===== src/rtl/tmr_pkg.sv =====
package tmr_pkg;
  typedef enum logic [1:0] {
    MD_NORMAL = 2'd0,
    MD_RELOAD = 2'd1,
    MD_TOGGLE = 2'd2,
    MD_PCPWM  = 2'd3
  } tmr_mode_e;

  localparam logic [2:0] A_CTRL  = 3'd0;
  localparam logic [2:0] A_COUNT = 3'd1;
  localparam logic [2:0] A_CMP   = 3'd2;
  localparam logic [2:0] A_FLAG  = 3'd3;
  localparam logic [2:0] A_MASK  = 3'd4;

  localparam logic [2:0] CS_OFF      = 3'd0;
  localparam logic [2:0] CS_EXT_FALL = 3'd6;
  localparam logic [2:0] CS_EXT_RISE = 3'd7;

  typedef struct packed {
    logic cmp;
    logic ovf;
  } tmr_evt_t;
endpackage


===== src/rtl/tmr_edge_sync.sv =====
module tmr_edge_sync #(
  parameter int STAGES = 2
) (
  input  logic clk,
  input  logic rst_n,
  input  logic pin,
  output logic rise,
  output logic fall
);
  // sh[STAGES-1] is the synchronized level, sh[STAGES] its previous value
  logic [STAGES:0] sh;

  always_ff @(posedge clk or negedge rst_n) begin
    if (!rst_n) sh <= '0;
    else        sh <= {sh[STAGES-1:0], pin};
  end

  assign rise = sh[STAGES-1] & ~sh[STAGES];
  assign fall = ~sh[STAGES-1] & sh[STAGES];
endmodule


===== src/rtl/tmr_prescale.sv =====
module tmr_prescale
  import tmr_pkg::*;
#(
  parameter int PW = 10
) (
  input  logic       clk,
  input  logic       rst_n,
  input  logic [2:0] sel,
  input  logic       ext_rise,
  input  logic       ext_fall,
  output logic       tick
);
  logic [PW-1:0] pre_q;
  logic [PW-1:0] tap_mask;

  function automatic int unsigned low_bits(input logic [2:0] s);
    case (s)
      3'd2:    return 3;
      3'd3:    return 6;
      3'd4:    return 8;
      3'd5:    return 10;
      default: return 0;
    endcase
  endfunction

  always_ff @(posedge clk or negedge rst_n) begin
    if (!rst_n) pre_q <= '0;
    else        pre_q <= pre_q + {{(PW-1){1'b0}}, 1'b1};
  end

  always_comb begin
    tap_mask = ~({PW{1'b1}} << low_bits(sel));
    case (sel)
      CS_OFF:      tick = 1'b0;
      CS_EXT_FALL: tick = ext_fall;
      CS_EXT_RISE: tick = ext_rise;
      default:     tick = &(pre_q | ~tap_mask);
    endcase
  end
endmodule


===== src/rtl/tmr_core.sv =====
module tmr_core
  import tmr_pkg::*;
#(
  parameter int CW = 8
) (
  input  logic          clk,
  input  logic          rst_n,
  input  logic          tick,
  input  tmr_mode_e     mode,
  input  logic          cnt_wr,
  input  logic          cmp_wr,
  input  logic [CW-1:0] wdata,
  output logic [CW-1:0] cnt_q,
  output logic [CW-1:0] cmp_act,
  output logic          dn_q,
  output logic          wave_q,
  output tmr_evt_t      evt
);
  localparam logic [CW-1:0] TOP = {CW{1'b1}};
  localparam logic [CW-1:0] BOT = '0;
  localparam logic [CW-1:0] ONE = {{(CW-1){1'b0}}, 1'b1};

  logic [CW-1:0] cmp_buf, cnt_nx;
  logic adv, match, pwm, at_top, at_bot, reload;

  assign pwm    = (mode == MD_PCPWM);
  assign adv    = tick & ~cnt_wr;
  assign match  = adv && (cnt_q == cmp_act);
  assign at_top = pwm && !dn_q && (cnt_q == TOP);
  assign at_bot = pwm &&  dn_q && (cnt_q == BOT);
  assign reload = (mode == MD_RELOAD) || (mode == MD_TOGGLE);

  always_comb begin
    if (cnt_wr)      cnt_nx = wdata;
    else if (!tick)  cnt_nx = cnt_q;
    else if (pwm) begin
      if (dn_q) cnt_nx = (cnt_q == BOT) ? cnt_q + ONE : cnt_q - ONE;
      else      cnt_nx = (cnt_q == TOP) ? cnt_q - ONE : cnt_q + ONE;
    end
    else if (reload && match) cnt_nx = BOT;
    else                      cnt_nx = cnt_q + ONE;
  end

  always_comb begin
    evt.cmp = match;
    if (pwm) evt.ovf = adv && at_bot;
    else     evt.ovf = adv && (cnt_q == TOP) && !(reload && match);
  end

  always_ff @(posedge clk or negedge rst_n) begin
    if (!rst_n) begin
      cnt_q   <= '0;
      cmp_buf <= '0;
      cmp_act <= '0;
      dn_q    <= 1'b0;
      wave_q  <= 1'b0;
    end else begin
      cnt_q <= cnt_nx;
      if (cmp_wr) cmp_buf <= wdata;
      if (cmp_wr && !pwm)    cmp_act <= wdata;
      else if (adv && at_top) cmp_act <= cmp_buf;
      if (!pwm)               dn_q <= 1'b0;
      else if (adv && at_top) dn_q <= 1'b1;
      else if (adv && at_bot) dn_q <= 1'b0;
      if (match) begin
        if (mode == MD_TOGGLE)  wave_q <= ~wave_q;
        else if (pwm)           wave_q <= dn_q;
      end
    end
  end
endmodule


===== src/rtl/tmr_pwm8.sv =====
module tmr_pwm8
  import tmr_pkg::*;
#(
  parameter int CW   = 8,
  parameter int PW   = 10,
  parameter int SYNC = 2
) (
  input  logic          clk,
  input  logic          rst_n,
  input  logic          wr_en,
  input  logic [2:0]    wr_addr,
  input  logic [CW-1:0] wr_data,
  input  logic          ext_evt,
  output logic [CW-1:0] count_o,
  output logic          wave_o,
  output logic          ovf_flag_o,
  output logic          cmp_flag_o,
  output logic          ovf_irq_o,
  output logic          cmp_irq_o
);
  logic [2:0] sel_q;
  tmr_mode_e  mode_q;
  tmr_evt_t   flag_q, mask_q, evt, clr;
  logic       ext_rise, ext_fall, cen, cnt_dn;
  logic [CW-1:0] cmp_act;

  logic wr_ctrl, wr_cnt, wr_cmp, wr_flag, wr_mask;
  assign wr_ctrl = wr_en && (wr_addr == A_CTRL);
  assign wr_cnt  = wr_en && (wr_addr == A_COUNT);
  assign wr_cmp  = wr_en && (wr_addr == A_CMP);
  assign wr_flag = wr_en && (wr_addr == A_FLAG);
  assign wr_mask = wr_en && (wr_addr == A_MASK);
  assign clr     = wr_flag ? tmr_evt_t'(wr_data[1:0]) : tmr_evt_t'(2'b00);

  tmr_edge_sync #(.STAGES(SYNC)) u_sync (
    .clk(clk), .rst_n(rst_n), .pin(ext_evt), .rise(ext_rise), .fall(ext_fall)
  );

  tmr_prescale #(.PW(PW)) u_pre (
    .clk(clk), .rst_n(rst_n), .sel(sel_q),
    .ext_rise(ext_rise), .ext_fall(ext_fall), .tick(cen)
  );

  tmr_core #(.CW(CW)) u_core (
    .clk(clk), .rst_n(rst_n), .tick(cen), .mode(mode_q),
    .cnt_wr(wr_cnt), .cmp_wr(wr_cmp), .wdata(wr_data),
    .cnt_q(count_o), .cmp_act(cmp_act), .dn_q(cnt_dn),
    .wave_q(wave_o), .evt(evt)
  );

  always_ff @(posedge clk or negedge rst_n) begin
    if (!rst_n) begin
      sel_q  <= CS_OFF;
      mode_q <= MD_NORMAL;
      flag_q <= '0;
      mask_q <= '0;
    end else begin
      if (wr_ctrl) begin
        sel_q  <= wr_data[2:0];
        mode_q <= tmr_mode_e'(wr_data[4:3]);
      end
      if (wr_mask) mask_q <= tmr_evt_t'(wr_data[1:0]);
      flag_q <= (flag_q & ~clr) | evt;
    end
  end

  assign ovf_flag_o = flag_q.ovf;
  assign cmp_flag_o = flag_q.cmp;
  assign ovf_irq_o  = flag_q.ovf & mask_q.ovf;
  assign cmp_irq_o  = flag_q.cmp & mask_q.cmp;
endmodule


===== config.mk =====
export PLATFORM = sky130hd
export DESIGN_NAME = tmr_pwm8
export DESIGN_NICKNAME = d
export VERILOG_FILES = /design/src/rtl/tmr_pkg.sv /design/src/rtl/tmr_edge_sync.sv /design/src/rtl/tmr_prescale.sv /design/src/rtl/tmr_core.sv /design/src/rtl/tmr_pwm8.sv
export SDC_FILE = /design/constraint.sdc
export NUM_CORES = 1
export LEC_CHECK = 0
export BUFFER_PORTS_ARGS = -buffer_cell sky130_fd_sc_hd__buf_2
export CAP_MARGIN = 40
export CORE_MARGIN = 2
export CORE_UTILIZATION = 50
export CTS_CLUSTER_DIAMETER = 120
export DETAILED_ROUTE_END_ITERATION = 6
export GPL_TIMING_DRIVEN = 0
export PLACE_DENSITY = 0.66
export SLEW_MARGIN = 20
export SYNTH_ARGS = -nofsm -noshare
export SYNTH_HDL_FRONTEND = slang
export SYNTH_SLANG_ARGS = --single-unit

===== constraint.sdc =====
create_clock -name clk -period 6.1 [get_ports clk]
set_input_delay 0.61 -clock clk [delete_from_list [all_inputs] [get_ports clk]]
set_output_delay 0.61 -clock clk [all_outputs]
set_load 0.01 [all_outputs]

# ---- After elaboration in Yosys (flattened, before gate mapping)
# Index checks and enable logic that the tools add are counted.
dict set report totals {
  register_bits 48
  output_inout_bits 13
  wordCells 94
}
dict set report classes {
  add_sub_neg 3
  n_eq_ne 16
  shift 1
  n_mux 18
  bitwise 15
  n_reduce_logical 28
}
# op count
set op_table {}
lappend op_table {{two-way mux 8 bit} 9}
lappend op_table {{inverter 10 bit} 2}
lappend op_table {{logical AND 1 bit} 16}
lappend op_table {{one-hot mux 4 bit (4 select lines)} 1}
lappend op_table {{== test 3 bit (second input constant)} 5}
lappend op_table {{== test 3 x 2 -> 1 bit (second input constant)} 4}
lappend op_table {{adder 10 x 1 -> 10 bit (second input constant)} 1}
lappend op_table {{bitwise OR 10 bit} 1}
lappend op_table {{AND reduction 10 bit} 1}
lappend op_table {{<< shifter 10 x 4 -> 10 bit (first input constant)} 1}
lappend op_table {{adder 8 x 1 -> 8 bit (second input constant)} 1}
lappend op_table {{== test 8 bit} 1}
lappend op_table {{== test 8 bit (second input constant)} 1}
lappend op_table {{zero test 8 bit} 1}
lappend op_table {{subtractor 8 x 1 -> 8 bit (second input constant)} 1}
lappend op_table {{zero test 3 bit} 2}
lappend op_table {{two-way mux 1 bit} 6}
lappend op_table {{nonzero test 2 bit} 3}
lappend op_table {{bitwise AND 1 bit} 5}
lappend op_table {{== test 2 bit (second input constant)} 2}
lappend op_table {{inverter 1 bit} 4}
lappend op_table {{== test 3 x 1 -> 1 bit (second input constant)} 1}
lappend op_table {{zero test 1 bit} 3}
lappend op_table {{!= test 3 bit (second input constant)} 1}
lappend op_table {{8 further kinds} 8}

# ---- Longest topological paths before layout
# Gate-level depths: netlist of the first run.
dict set report depth {
  ltp_word 15
  ltp_mapped 9
  mapped_depth_nobuf 8
}

# ---- Modules after synthesis
# Synthesis of the first run repeated with hierarchy kept, for this count alone.
dict set report unflattened {
  cells_unflattened 273
  hier_area_um2 2808.9
}
# module n_inst cells_each area_per_inst_um2
set modules_own_cells {}
lappend modules_own_cells {tmr_core 1 197 1834.3}
lappend modules_own_cells {tmr_prescale 1 42 467.9}
lappend modules_own_cells {tmr_pwm8 1 29 416.6}
lappend modules_own_cells {tmr_edge_sync 1 5 90.1}

# ---- Least setup slack after synthesis of the first run
# No wires, ideal clock.
dict set report synth_path {
  path_type {reg-to-reg}
  from {register sel_q[1]}
  to {register u_core.cnt_q[0]}
  setup_ns 0.082
  t_arrival_ns 2.264
  required_ns 6.018
  slack_ns 3.754
  stages_incl_launch_ff 10
  period_less_slack_ns 2.346
  cell_sequence {dfrtp_1 -> inv_1 -> ha_1 -> inv_1 -> o21ai_0 -> a2111o_1 -> o31a_1 -> clkbuf_1 -> or3_1 -> a31oi_1}
}
dict set report synth_via {
  elab_chain_len 15
  word_cells_on_any_way 22
}
# element line_no
set synth_rtl {}
lappend synth_rtl {{start, declared} tmr_pwm8.sv:21} ;# logic [2:0] sel_q;
lappend synth_rtl {{start signal, assigned} tmr_pwm8.sv:59} ;# sel_q <= wr_data[2:0];
lappend synth_rtl {{== test 3 bit / == test 3 x 2 -> 1 bit (equally long branches)} tmr_prescale.sv:17} ;# case (s)
lappend synth_rtl {{one-hot mux 4 bit (4 select lines)} tmr_prescale.sv:17}
lappend synth_rtl {{<< shifter 10 x 4 -> 10 bit} tmr_prescale.sv:32} ;# tap_mask = ~({PW{1'b1}} << low_bits(sel));
lappend synth_rtl {{inverter 10 bit} tmr_prescale.sv:32}
lappend synth_rtl {{inverter 10 bit} tmr_prescale.sv:37} ;# default: tick = &(pre_q | ~tap_mask);
lappend synth_rtl {{bitwise OR 10 bit} tmr_prescale.sv:37}
lappend synth_rtl {{AND reduction 10 bit} tmr_prescale.sv:37}
lappend synth_rtl {{one-hot mux 1 bit (3 select lines) (*)} tmr_prescale.sv:33} ;# case (sel)
lappend synth_rtl {{bitwise AND 1 bit} tmr_core.sv:27} ;# assign adv = tick & ~cnt_wr;
lappend synth_rtl {{logical AND 1 bit} tmr_core.sv:28} ;# assign match = adv && (cnt_q == cmp_act);
lappend synth_rtl {{logical AND 1 bit} tmr_core.sv:40} ;# else if (reload && match) cnt_nx = BOT;
lappend synth_rtl {{two-way mux 8 bit} tmr_core.sv:40}
lappend synth_rtl {{two-way mux 8 bit} tmr_core.sv:36} ;# else if (pwm) begin
lappend synth_rtl {{two-way mux 8 bit} tmr_core.sv:35} ;# else if (!tick) cnt_nx = cnt_q;
lappend synth_rtl {{two-way mux 8 bit} tmr_core.sv:34} ;# if (cnt_wr) cnt_nx = wdata;
lappend synth_rtl {{end signal, assigned} tmr_core.sv:58} ;# cnt_q <= cnt_nx;
lappend synth_rtl {{end, declared} tmr_core.sv:13} ;# output logic [CW-1:0] cnt_q,
# Mark *: on every way between the ends. The rest lies on a longest branch, timed or not. The select of a mux whose other input is x is not followed.
# A chain may end at the register's enable or synchronous reset.

# ---- Worst setup path in the final report of the first run
# Ends and elaborated chain as after synthesis.

==> metrics.txt, run 1 <==
run status=complete, no violations; Post-CTS Setup Repair Bufs=0; Seq/Total Area, Yosys=41.6%; layout net count=377; MaxCap Viol Count=0; die width=79.9 um; most used cell, CP=inv_1; share of cells above drive strength 1=20.1%; Top FF cell, synth=dfrtp_1; Total Routing Usage GR=24.6%; largest net degree at the start of global routing=33; Peak VDD IR=0.172 mV; I/O Buffers=26; asr flop ratio synth=100%; worst setup path class=reg2reg; Netlist Area Pre-Place=0.00288 mm2; most frequent cells in the layout=dfrtp_1 (48), buf_2 (32), nand2_1 (28), nor2_1 (28), o21ai_0 (26); Post-CTS Resized=0; synth unique cells=53; setup tns final=0 ns; number of global-route vias before repair=2454; cells after synthesis=316; Crit Path Max Fanout=10; actual slew at the worst max-slew pin=0.737 ns; leakage=1.33 nW; core outline area=0.00554 mm2; syn nets=340; vias per cell=5.96; CTS Buf Count=5; Slew headroom=50.7%; DRC errors left=0; drt total wl=7000 um; boundary pin count=28; # fillers=520; Detailed Place HPWL=5160 um; Final setup viols=0; Detailed Routing Iterations Pass 1=4; most common cell after layout, fill and taps aside=dfrtp_1; die area=0.00639 mm2; root buf cell=clkbuf_8; ranking of synthesized cells by area=dfrtp_1 (42%), xnor2_1 (4.9%), mux2_2 (4.7%); vias=2540; Clock Latency Late Sink=0.31 ns; maximum operating frequency=364 MHz; yosys warns=0; wire length per cell=16.4 um; crit-path max cell delay=0.52 ns; Worst Path Required=6.34 ns; Design Power=1.14 mW; clk sink count=48; final period utilization=45.1%; chain of cells forming the critical path=inv_1 > ha_1 > inv_1 > o21ai_0 > a2111o_1 > o31a_1 > clkbuf_1 > or3_1 > a31oi_1; grt ovf=0; Crit path arrival time=2.98 ns; # diodes=0; Post-synth EDFFs=0; antenna violations before repair=0; GPL Wtd Cong=0.905; Avg Inst Size Synth=9.13 um2; share of the synthesized area in the top cell type=41.6%; first-pass GRT wire length=12100 um; drt first-iter violations=183; row cnt=27; CTS tree=yes; type of origin of the critical path=register; # hold bufs at CTS=0; crit path max-delay cell type=dfrtp_1; crit path capture type=register; fin crit period=2.75 ns; area growth from synthesis to layout=13.7%; clock buffer depth=2; antenna viol nets, final=0; Seq cells post-synth=48; initial core utilization=52.1%; fin. max-slew vios=0; type of the most critical hold path=in2async; Final Hold Viols=0; H-tree depth=2; unrepaired setup endpoints after global routing=no; die height=79.9 um; PwrDens=349 mW/mm2; Reg clk slew, reported paths=0.09 ns; area leader, netlist=dfrtp_1; clk_skew=0.00397 ns
==> registers in the layout (all words and copies together) (netlist names) <==
name	cells
mode_q	2
u_core.cmp_buf	8
cmp_flag_o	1
ovf_flag_o	1
u_pre.pre_q	10
sel_q	3
u_core.dn_q	1
u_core.cmp_act	8
u_core.cnt_q	8
u_sync.sh	3
u_core.wave_q	1
mask_q	2
==> power breakdown <==
| group | internal, mW | switching, mW | total [mW] |
|---|---|---|---|
| Combinational | 0.180 | 0.248 | 0.428 |
| Sequential | 0.380 | 0.0550 | 0.435 |
| Clock | 0.165 | 0.116 | 0.281 |
==> cells by family (layout without fill, tap and decap cells) <==
family	after synthesis	in the layout	synth area share, %
fa+ha+maj	9	9	3.90
buf+inv	25	63	3.69
compound gates	70	70	16.3
flops	48	48	41.6
mux	12	12	4.69
xor+xnor	18	18	5.47
simple gates	134	134	24.3
==> worst paths after layout <==
kind | startpoint | to | slack [ns] | cells past startpoint
max | sel_q[1] | u_core.cnt_q[0] | 3.35 | 9
min | rst_n | u_core.cnt_q[7] | 0.23 | 1
max reg2reg | sel_q[1] | u_core.cnt_q[0] | 3.35 | 9
min reg2reg | u_sync.sh[0] | u_sync.sh[1] | 0.36 | 0
max in group asynchronous | rst_n | u_core.cmp_act[7] | 5.35 | 2
min in group clk | u_sync.sh[0] | u_sync.sh[1] | 0.36 | 0
==> through the flow <==
step	hold slack, ns	cells	instance area (um2)	worst slack, ns	util, %
global route	0.245	426	3280	3.19	59.2
global placement	0.332	414	3100	3.01	56.0
CTS	0.231	424	3270	2.94	59.0
finish	0.228	426	3280	3.35	59.2
floorplan	0.314	316	2880	3.75	-
detailed placement	0.335	416	3130	2.99	56.5
==> layout make-up <==
type | instances | area, um2 | area share (%)
buffer | 17 | 76.3 | 2.33
clock buffer | 5 | 68.8 | 2.10
clock inverter | 3 | 68.8 | 2.10
inverter | 8 | 30.0 | 0.916
multi-input combinational | 243 | 1580 | 48.1
sequential | 48 | 1200 | 36.6
tap | 72 | 90.1 | 2.75
timing repair buffer | 30 | 168 | 5.11
==> cells in the mapped netlist, types with 2 or more instances <==
master    instances
and3_1            4
or4_4             2
xor2_1            2
nor2b_1           4
buf_2             4
mux2_2           12
nor2_1           28
nor3b_1           6
a31oi_1          15
a21oi_1           4
nand3_1          16
clkbuf_1         10
a211oi_1          4
nand4_1           7
o31ai_1           3
nand2_1          28
a41oi_1           2
o21ai_0          26
buf_1             2
ha_1              9
nand2b_1          2
nor3_1           13
dfrtp_1          48
nor4_1            4
and2_1            5
inv_1             8
or3_1             6
xnor2_1          16
and3_2            2
==> routing by layer <==
layer / up-vias / wire, um / global-route usage [%]
met5: - / 0 / 0
met4: 0 / 45 / 6.44
met3: 5 / 521 / 5.20
met2: 104 / 3150 / 36.6
met1: 1216 / 3290 / 36.4
li1: 1215 / - / -
==> critical path, delay by kind of cell (launching register included) <==
family / cells / cell delay [ns]
compound gates: 4 / 1.02
fa+ha+maj: 1 / 0.27
buf+inv: 3 / 0.45
flops: 1 / 0.52
simple gates: 1 / 0.42
Note: power is estimated with default switching activity, not from simulation.
==> inputs of run 2 (changes only) <==
- clock period: 6.1 -> 2.81 ns (I/O delays scaled with it)
==> run 2 against run 1 <==
  * Via count rose by 0.31%
  * Sequential share of layout area fell by 0.20 points
  * Utilization rose by 0.38 points
  * Sequential power rose by 120%
  * Clock skew rose by 0.0012 ns
  * Clock power rose by 120%
  * Cell count rose by 0.23%
  * Worst hold slack got worse by 0.16 ns
  * Critical path depth did not move
  * Setup slack got worse by 3.2 ns
  * Routed wire length rose by 0.71%
  * Largest cell class unchanged
==> metrics.txt, run 2 (synthesis gave the netlist of run 1 again) <==
run status=complete, no violations; P_sw=0.916 mW; unrepaired setup endpoints after global routing=no; Clock Power Share=24.2%; I/O Buffers=26; leakage=1.34 nW; Slew headroom=50.4%; share of cells above drive strength 1=20.6%; worst setup path class=reg2reg; max reg flops=10; number of global-route vias before repair=2476; Final Hold Viols=0; # fillers=517; die area=0.00639 mm2; WP buf/inv=2; fin crit period=2.66 ns; most frequent cells in the layout=dfrtp_1 (47), buf_2 (32), nand2_1 (28), nor2_1 (28), o21ai_0 (26); CTS Buf Count=5; grt ovf=0; Flop pwr share=37.9%; actual slew at the worst max-slew pin=0.741 ns; first-pass GRT wire length=12200 um; largest net degree at the start of global routing=33; PwrDens=756 mW/mm2; crit-path max cell delay=0.47 ns; Crit Path Max Fanout=10; die height=79.9 um; MaxCap Viol Count=0; final period utilization=94.6%; # diodes=0; vias=2548; vias per cell=5.97; drt first-iter violations=183; most used cell, CP=a31oi_1; type of origin of the critical path=register; register with the most flip-flops=u_pre.pre_q; H-tree depth=2; Worst Path Required=3.01 ns; Crit path arrival time=2.86 ns; antenna violations before repair=0; Detailed Routing Iterations Pass 1=5; GPL Wtd Cong=0.905; Design Power=2.49 mW; root buf cell=clkbuf_8; maximum operating frequency=376 MHz; Comb power frac=37.9%; P_int=1.58 mW; clock buffer depth=2; pre-CTS setup slack=-0.300 ns; crit path capture type=register; area growth from synthesis to layout=14.4%; drt total wl=7050 um; Reg clk slew, reported paths=0.09 ns; Clock Latency Late Sink=0.31 ns; boundary pin count=28; crit path max-delay cell type=dfrtp_2; core outline area=0.00554 mm2; Detailed Place HPWL=5160 um; initial core utilization=52.1%; row cnt=27; Final setup viols=0; fin. max-slew vios=0; most common cell after layout, fill and taps aside=dfrtp_1; Peak VDD IR=0.376 mV; chain of cells forming the critical path=inv_1 > ha_1 > nor2b_1 > a31oi_1 > o21ai_0 > o31a_1 > clkbuf_1 > nand2_1 > a31oi_1; clk sink count=48; Final WS setup=0.153 ns; clk_skew=0.00522 ns; Net Sw Frac=36.7%; Total Routing Usage GR=24.8%; wire length per cell=16.5 um; DRC errors left=0; type of the most critical hold path=in2reg; antenna viol nets, final=0; layout net count=378; CTS tree=yes; CP top delay family=compound AO/OA/AOI/OAI gates; die width=79.9 um
-- run 2: cell types whose count changed in the layout (fill, tap and decap cells not counted), sizes merged --
cell	delta
buf	+1
clkbuf	-1
dlygate4sd3	+1
-- run 2: path summary, 6_finish.rpt --
path | slack (ns) | depth (start not counted) | end | from
setup / recovery | 0.15 | 9 | u_core.cnt_q[7] | sel_q[1]
hold / removal | 0.07 | 1 | u_sync.sh[0] | ext_evt
setup reg to reg | 0.15 | 9 | u_core.cnt_q[7] | sel_q[1]
hold reg to reg | 0.36 | 0 | u_sync.sh[1] | u_sync.sh[0]
max in group asynchronous | 1.85 | 3 | sel_q[1] | rst_n
min in group asynchronous | 0.44 | 2 | u_core.cnt_q[7] | rst_n
-- run 2: metal layers --
| layer | routed length [um] | global-route usage, % |
|---|---|---|
| met1 | 3300 | 36.5 |
| met2 | 3190 | 36.7 |
| met3 | 504 | 5.20 |
| met4 | 65 | 7.12 |
| met5 | 0 | 0 |
-- run 2: area by class of cell --
type,count,area [um2],area share (%)
Buffer,17,77.6,2.35
Clock buffer,5,68.8,2.08
Clock inverter,3,68.8,2.08
Inverter,8,30.0,0.910
Multi-Input combinational cell,243,1590,48.0
Sequential cell,48,1200,36.4
Tap cell,72,90.1,2.73
Timing Repair Buffer,31,178,5.38
-- run 2: what timing repair did --
action	CTS	global route
hold buffers	1	0
endpoints found under the setup margin	11	15
resized for setup	1	3
hold endpoints to repair	16	0
buffers inserted	1	0
pin swaps	1	0
-- run 2: stage by stage --
| stage | hold WS (ns) | utilization, % | std cells | setup TNS, ns | area (um2) |
|---|---|---|---|---|---|
| after detailed placement | 0.240 | 56.5 | 416 | -1.62 | 3130 |
| after global placement | 0.332 | 56.0 | 414 | -1.57 | 3100 |
| after CTS | 0.0627 | 59.4 | 426 | 0 | 3290 |
| after floorplan | -0.0146 | - | 316 | 0 | 2880 |
| final | 0.0702 | 59.6 | 427 | 0 | 3300 |
| after global routing | 0.0544 | 59.6 | 427 | 0 | 3300 |
-- run 2: power groups by stage --
stage / clock network (mW) / registers (mW) / logic (mW)
final: 0.605 / 0.945 / 0.945
after global routing: 0.649 / 0.964 / 1.05
after CTS: 0.622 / 0.942 / 0.937
after detailed placement: 0 / 0.956 / 0.915
after global placement: 0 / 0.949 / 0.898
after floorplan: 0 / 0.954 / 0.630
